===== src/rtl/bta_pkg.sv =====
package bta_pkg;
    typedef enum logic [1:0] {
        BUS_RD  = 2'd0,
        BUS_R2W = 2'd1,
        BUS_WR  = 2'd2,
        BUS_W2R = 2'd3
    } bus_dir_e;
endpackage


===== src/rtl/bta_admit.sv =====
module bta_admit #(
    parameter int DEPTH = 4,
    parameter int OW    = 4
) (
    input  logic          clk,
    input  logic          rst_n,
    input  logic          req_i,
    input  logic          bypass_i,
    input  logic [OW-1:0] occ_i,
    output logic          accept_o,
    output logic          retry_o
);
    typedef struct packed {
        logic pend;
    } adm_s;

    adm_s st_d, st_q;
    logic full;

    always_comb begin
        full     = occ_i >= OW'(DEPTH);
        accept_o = req_i && (bypass_i || !full);
        retry_o  = st_q.pend && !full;
        st_d.pend = (st_q.pend && full) || (req_i && !accept_o);
    end

    always_ff @(posedge clk) begin
        if (!rst_n) st_q <= '0;
        else        st_q <= st_d;
    end

    // retry is a single-cycle pulse
    p_retry_pulse_r6: assert property (@(posedge clk) disable iff (!rst_n)
        retry_o |=> !retry_o);
endmodule


===== src/rtl/bta_burst_ctr.sv =====
module bta_burst_ctr #(
    parameter int CNT_W = 8
) (
    input  logic             clk,
    input  logic             rst_n,
    input  logic             clr_i,
    input  logic             inc_i,
    output logic [CNT_W-1:0] cnt_o
);
    localparam logic [CNT_W-1:0] CMAX = '1;

    typedef struct packed {
        logic [CNT_W-1:0] cnt;
    } ctr_s;

    ctr_s st_d, st_q;

    always_comb begin
        st_d = st_q;
        if (clr_i)                        st_d.cnt = '0;
        else if (inc_i && st_q.cnt != CMAX) st_d.cnt = st_q.cnt + 1'b1;
        cnt_o = st_q.cnt;
    end

    always_ff @(posedge clk) begin
        if (!rst_n) st_q <= '0;
        else        st_q <= st_d;
    end
endmodule


===== src/rtl/bta_dir_fsm.sv =====
module bta_dir_fsm
    import bta_pkg::*;
#(
    parameter int RCW    = 3,
    parameter int WCW    = 4,
    parameter int CNT_W  = 8,
    parameter int WR_HI  = 6,
    parameter int WR_LO  = 2,
    parameter int MIN_WR = 3,
    parameter int T_RTW  = 2,
    parameter int T_WTR  = 3
) (
    input  logic             clk,
    input  logic             rst_n,
    input  logic [RCW-1:0]   rd_occ_i,
    input  logic [WCW-1:0]   wr_occ_i,
    input  logic             grant_i,
    input  logic [CNT_W-1:0] wr_cnt_i,
    output bus_dir_e         state_o,
    output logic             rd_inc_o,
    output logic             wr_inc_o,
    output logic             clr_o
);
    localparam int TMAX = (T_RTW > T_WTR) ? T_RTW : T_WTR;
    localparam int TW   = $clog2(TMAX + 1);

    typedef struct packed {
        bus_dir_e      state;
        logic [TW-1:0] tmr;
    } fsm_s;

    fsm_s st_d, st_q;
    logic rd_wait, wr_wait, leave_rd, leave_wr;

    always_comb begin
        rd_wait  = rd_occ_i != '0;
        wr_wait  = wr_occ_i != '0;
        leave_rd = wr_wait && ((wr_occ_i >= WCW'(WR_HI)) || !rd_wait);
        leave_wr = rd_wait && (!wr_wait ||
                   ((wr_cnt_i >= CNT_W'(MIN_WR)) && (wr_occ_i <= WCW'(WR_LO))));
        st_d     = st_q;
        rd_inc_o = 1'b0;
        wr_inc_o = 1'b0;
        clr_o    = 1'b0;
        unique case (st_q.state)
            BUS_RD: begin
                rd_inc_o = grant_i;
                if (leave_rd) begin
                    st_d.state = BUS_R2W;
                    st_d.tmr   = TW'(T_RTW);
                    clr_o      = 1'b1;
                end
            end
            BUS_R2W: begin
                if (st_q.tmr <= TW'(1)) st_d.state = BUS_WR;
                else                    st_d.tmr   = st_q.tmr - 1'b1;
            end
            BUS_WR: begin
                wr_inc_o = grant_i;
                if (leave_wr) begin
                    st_d.state = BUS_W2R;
                    st_d.tmr   = TW'(T_WTR);
                    clr_o      = 1'b1;
                end
            end
            BUS_W2R: begin
                if (st_q.tmr <= TW'(1)) st_d.state = BUS_RD;
                else                    st_d.tmr   = st_q.tmr - 1'b1;
            end
            default: st_d.state = BUS_RD;
        endcase
        state_o = st_q.state;
    end

    always_ff @(posedge clk) begin
        if (!rst_n) begin
            st_q.state <= BUS_RD;
            st_q.tmr   <= '0;
        end else begin
            st_q <= st_d;
        end
    end

    // legal successor states
    p_seq_rd_r1: assert property (@(posedge clk) disable iff (!rst_n)
        st_q.state == BUS_RD |=> (st_q.state == BUS_RD || st_q.state == BUS_R2W));
    p_seq_wr_r1: assert property (@(posedge clk) disable iff (!rst_n)
        st_q.state == BUS_WR |=> (st_q.state == BUS_WR || st_q.state == BUS_W2R));
    // high watermark starts a drain
    p_hi_drain_r2: assert property (@(posedge clk) disable iff (!rst_n)
        (st_q.state == BUS_RD && wr_occ_i >= WCW'(WR_HI)) |=> st_q.state == BUS_R2W);
    // no early exit before the minimum batch
    p_min_batch_r3: assert property (@(posedge clk) disable iff (!rst_n)
        (st_q.state == BUS_WR && wr_occ_i != '0 && wr_cnt_i < CNT_W'(MIN_WR))
        |=> st_q.state == BUS_WR);
endmodule


===== src/rtl/bus_turn_arb.sv =====
module bus_turn_arb
    import bta_pkg::*;
#(
    parameter int RD_DEPTH = 4,
    parameter int WR_DEPTH = 8,
    parameter int WR_HI    = 6,
    parameter int WR_LO    = 2,
    parameter int MIN_WR   = 3,
    parameter int T_RTW    = 2,
    parameter int T_WTR    = 3,
    parameter int CNT_W    = 8,
    localparam int RCW     = $clog2(RD_DEPTH + 1),
    localparam int WCW     = $clog2(WR_DEPTH + 1)
) (
    input  logic             clk,
    input  logic             rst_n,
    input  logic [RCW-1:0]   rd_q_cnt,
    input  logic [RCW-1:0]   resp_q_cnt,
    input  logic [WCW-1:0]   wr_q_cnt,
    input  logic             rd_req,
    input  logic             rd_hit_wr,
    input  logic             wr_req,
    input  logic             burst_grant,
    output logic [1:0]       bus_state,
    output logic             dir_write,
    output logic             turn_busy,
    output logic             rd_accept,
    output logic             rd_from_wrq,
    output logic             rd_retry,
    output logic             wr_accept,
    output logic             wr_retry,
    output logic [CNT_W-1:0] rd_burst_cnt,
    output logic [CNT_W-1:0] wr_burst_cnt
);
    bus_dir_e         state;
    logic             rd_inc, wr_inc, clr;
    logic [RCW:0]     rd_occ;
    logic [CNT_W-1:0] cnt [2];
    logic [1:0]       inc_v;

    assign rd_occ = {1'b0, rd_q_cnt} + {1'b0, resp_q_cnt};
    assign inc_v  = {wr_inc, rd_inc};

    bta_dir_fsm #(
        .RCW(RCW), .WCW(WCW), .CNT_W(CNT_W), .WR_HI(WR_HI), .WR_LO(WR_LO),
        .MIN_WR(MIN_WR), .T_RTW(T_RTW), .T_WTR(T_WTR)
    ) u_fsm (
        .clk(clk), .rst_n(rst_n), .rd_occ_i(rd_q_cnt), .wr_occ_i(wr_q_cnt),
        .grant_i(burst_grant), .wr_cnt_i(cnt[1]), .state_o(state),
        .rd_inc_o(rd_inc), .wr_inc_o(wr_inc), .clr_o(clr)
    );

    for (genvar g = 0; g < 2; g++) begin : g_ctr
        bta_burst_ctr #(.CNT_W(CNT_W)) u_ctr (
            .clk(clk), .rst_n(rst_n), .clr_i(clr), .inc_i(inc_v[g]), .cnt_o(cnt[g])
        );
    end

    bta_admit #(.DEPTH(RD_DEPTH), .OW(RCW + 1)) u_rd_adm (
        .clk(clk), .rst_n(rst_n), .req_i(rd_req), .bypass_i(rd_hit_wr),
        .occ_i(rd_occ), .accept_o(rd_accept), .retry_o(rd_retry)
    );

    bta_admit #(.DEPTH(WR_DEPTH), .OW(WCW)) u_wr_adm (
        .clk(clk), .rst_n(rst_n), .req_i(wr_req), .bypass_i(1'b0),
        .occ_i(wr_q_cnt), .accept_o(wr_accept), .retry_o(wr_retry)
    );

    assign bus_state    = state;
    assign dir_write    = state == BUS_WR;
    assign turn_busy    = state == BUS_R2W || state == BUS_W2R;
    assign rd_from_wrq  = rd_req && rd_hit_wr;
    assign rd_burst_cnt = cnt[0];
    assign wr_burst_cnt = cnt[1];

    // counters are empty throughout a turnaround
    p_cnt_zero_turn_r8: assert property (@(posedge clk) disable iff (!rst_n)
        turn_busy |-> (rd_burst_cnt == '0 && wr_burst_cnt == '0));
    // matching reads always admitted
    p_fwd_accept_r5: assert property (@(posedge clk) disable iff (!rst_n)
        rd_from_wrq |-> rd_accept);
endmodule


===== config.mk =====
export PLATFORM = sky130hd
export DESIGN_NAME = bus_turn_arb
export DESIGN_NICKNAME = d
export VERILOG_FILES = /design/src/rtl/bta_pkg.sv /design/src/rtl/bta_admit.sv /design/src/rtl/bta_burst_ctr.sv /design/src/rtl/bta_dir_fsm.sv /design/src/rtl/bus_turn_arb.sv
export SDC_FILE = /design/constraint.sdc
export NUM_CORES = 1
export LEC_CHECK = 0
export ABC_AREA = 1
export BUFFER_PORTS_ARGS = -buffer_cell sky130_fd_sc_hd__buf_2
export CAP_MARGIN = 0
export CORE_ASPECT_RATIO = 1.5
export CORE_MARGIN = 2
export CORE_UTILIZATION = 46
export DETAILED_ROUTE_END_ITERATION = 8
export PLACE_DENSITY = 0.82
export REMOVE_ABC_BUFFERS = 1
export SKIP_LAST_GASP = 1
export SLEW_MARGIN = 20
export SYNTH_ARGS = -nofsm -noshare
export SYNTH_HDL_FRONTEND = slang
export SYNTH_SLANG_ARGS = --single-unit

===== constraint.sdc =====
create_clock -name clk -period 1.3 [get_ports clk]
set_input_delay 0.195 -clock clk [delete_from_list [all_inputs] [get_ports clk]]
set_output_delay 0.195 -clock clk [all_outputs]
set_load 0.05 [all_outputs]

==> flow_summary_export.csv <==
group,metric,value,unit
routing,drtIter0Drc,29,
synth,synthTopCellsByCount,"46 x nand2_1, 24 x nor2_1, 22 x dfxtp_1",
power,p_leak,1.06,nW
synth,synth_seq_cells,22,
synth,synth_edf_count,0,
floorplanning,ios,41,
synth,synthArstFlopShare,0,
worst_setup_path,worstPathMaxFanout,5,
grt,grt-ovfl-total,0,
synth,synthTopCellsByArea,"dfxtp_1 32%, nand2_1 13%, ha_1 9.2%",
worst_hold_path,min_path_type,"input pin to flop",
placement,io_buffers,40,
synth,synth_cells,193,
floorplanning,die_area,3430,um2
cts,root_buffer,"clkbuf_8",
synth,yosysMostFrequentCell,"nand2_1",
floorplanning,die_w,48.5,um
floorplanning,die_h,70.7,um
cts,cts_made_buffers,3,
timing,timing.slew.headroom,0.826,
flow_run,max_cap_violations,0,
run_status,status,"finished, violations left",
routing,drc,0,
final_layout,n_antenna_cell,0,
routing,vias_per_cell,5.12,
final_layout,nets,298,
synth,synth_top_area_frac,0.322,
floorplanning,num_rows,24,
final_layout,nFillCells,216,
routing,routedWlPerCell,13.6,um
final_layout,stdcell_area,2210,um2
floorplanning,core,2880,um2
synth,synth_seq_area_share,0.322,
power,pwr-share-comb,0.554,
synth,ys_warn_count,0,
cts,cts_tree,"yes",
timing,period_share,1.15,
routing,ant_nets,0,
worst_setup_path,cp.required,1.50,ns
cts,ctsHoldBuffers,0,
synth,ys_types,32,
cts,clock_path_buffers,2,
routing,routed_wl,4210,um
placement,post_dp_cell_area,1830,um2
timing,hold_viol_final,0,
power,p_total,0.00304,W
routing,vias,1587,
worst_setup_path,crit_path_end_kind,"flop",
cts,cts_max_level,1,
timing,slew_violations,0,
worst_setup_path,arrival,1.69,ns
power,power_frac_clock,0.169,
synth,synth-main-ff-cell,"dfxtp_1",
timing,worst_slack,-0.193,ns
cts,cts.reportedPaths.clkPinSlew,0.08,ns
grt,antenna_found_initial,0,
placement,place_hpwl,2620,um
floorplanning,start_util,0.474,
power,powerDensity,1370,nW/um2
power,irDropWorstVdd,1.59,mV
timing,worst_slew_pin_slew,0.260,ns
timing,max_freq,0.670,GHz
timing,setup_violations,22,
power,p_sw,0.00131,W
placement,gp_congestion,0.768,
power,switching_share,0.431,
grt,grt_pass1_vias,1508,
power,power.internal,0.00173,W
synth,syn_area,1370,um2
grt,grt_max_degree,17,
run_status,violations,"setup timing",
synth,avgSynthCellArea,7.08,um2
power,seq_power_share,0.277,
grt,grt_pass1_wl,6180,um
cts,insertion_delay,0.27,ns
timing,rsz0062_at_grt,"true",
grt,track_usage,0.232,
worst_setup_path,cp-start-kind,"flop",
timing,min_period,1.49,ns
placement,place_ws,-0.164,ns
timing,timing.hold.ws,0.187,ns
final_layout,drive_gt1_frac,0.498,
synth,synth_top_cell_by_area,"dfxtp_1",
worst_setup_path,worstSetupPathType,"flop to flop",
cts,cts_sinks,22,
final_layout,area_delta_synth_final,61.7,%
timing,finClkSkew,0.00236,ns
routing,firstDrtPassIters,4,
stage by stage:
stage,utilization,instances,TNS (ns)
floorplan,-,190,-13.75
global placement,0.634,299,-0.875
detailed placement,0.634,299,-1.57
CTS,0.717,307,-1.48
global route,0.766,310,-3.40
finish,0.766,310,-2.23
worst max-delay path: stages, from the launching register on:
cell	delay (ns)
dfxtp_4	0.37
inv_2	0.07
ha_2	0.18
nand2_1	0.06
inv_2	0.09
o21ai_4	0.10
buf_4	0.15
or2_1	0.24
a21oi_2	0.16
power by group through the flow:
stage                     combinational, W  clock (W)  sequential [W]
after floorplan                   0.000698          0        0.000966
after global placement             0.00126          0        0.000817
after detailed placement           0.00129          0        0.000819
after CTS                          0.00149   0.000518        0.000825
after global routing               0.00181   0.000548        0.000850
final                              0.00168   0.000512        0.000841
cells by family (layout without fill, tap and decap cells):
logic type / after synthesis / count (layout) / share of synthesized area
AOI/OAI and AO/OA: 24 / 24 / 0.112
xor gates and xnor gates: 9 / 9 / 0.0577
adders and majority gates: 10 / 10 / 0.0916
buffers and inverters: 27 / 105 / 0.0852
DFF: 22 / 22 / 0.322
muxes: 1 / 1 / 0.00733
and+or+nand+nor: 100 / 100 / 0.324
sequential cells by signal, summed over array words and instances (netlist names):
name               cells
u_fsm.state_o          2
g_ctr.u_ctr.cnt_o     16
u_rd_adm.st_q          1
u_fsm.st_q             2
u_wr_adm.st_q          1
timing repair:
action / 4_1_cts / 5_1_grt
setup endpoints to repair: 24 / 25
buffers inserted: 4 / 3
cloned: 0 / 1
resized for setup: 40 / 30
pin swaps: 14 / 14
final timing paths:
kind / start / to / slack, ns / cells past startpoint
max: u_fsm.state_o[0]$_SDFFE_PN0P_ / g_ctr[1].u_ctr.cnt_o[0]$_SDFFE_PP0P_ / -0.19 / 8
min: wr_req / u_wr_adm.st_q$_SDFF_PN0_ / 0.19 / 3
min reg2reg: u_wr_adm.st_q$_SDFF_PN0_ / u_wr_adm.st_q$_SDFF_PN0_ / 0.46 / 2
max reg2reg: u_fsm.state_o[0]$_SDFFE_PN0P_ / g_ctr[1].u_ctr.cnt_o[0]$_SDFFE_PP0P_ / -0.19 / 8
placed cells by master, fill, tap and decap left out, types with 2 or more instances in the layout:
cell type / instances
ha_4: 4
dfxtp_1: 18
nor2_2: 3
nand3_2: 4
nand2_1: 39
nor2_1: 21
buf_4: 35
clkinv_1: 2
inv_2: 6
inv_1: 13
dfxtp_4: 2
o21ai_0: 2
buf_2: 31
or2_1: 2
a21oi_1: 6
buf_8: 3
nand4_1: 6
xor2_1: 7
nor2_4: 4
nand2_2: 7
xnor2_1: 2
a21oi_2: 10
clkbuf_8: 4
ha_2: 3
inv_4: 3
nand3_1: 7
ha_1: 3
dfxtp_2: 2
buf_6: 6
metal layers:
metal  vias to the layer above  routed length, um  global-route usage
met5                         -                  0                   0
met4                         0                 68               0.102
met3                         7                159              0.0549
met2                        44               2480               0.475
met1                       757               1500               0.208
li1                        779                  -                   -
final cells by class:
class	instances	area, um2	share of cell area
Tap cell	39	48.8	0.0221
Inverter	24	97.6	0.0442
Timing Repair Buffer	77	576	0.260
Multi-Input combinational cell	144	982	0.445
Sequential cell	22	450	0.204
Clock buffer	4	55.1	0.0249
No activity file was read; power rests on OpenSTA's default activity.
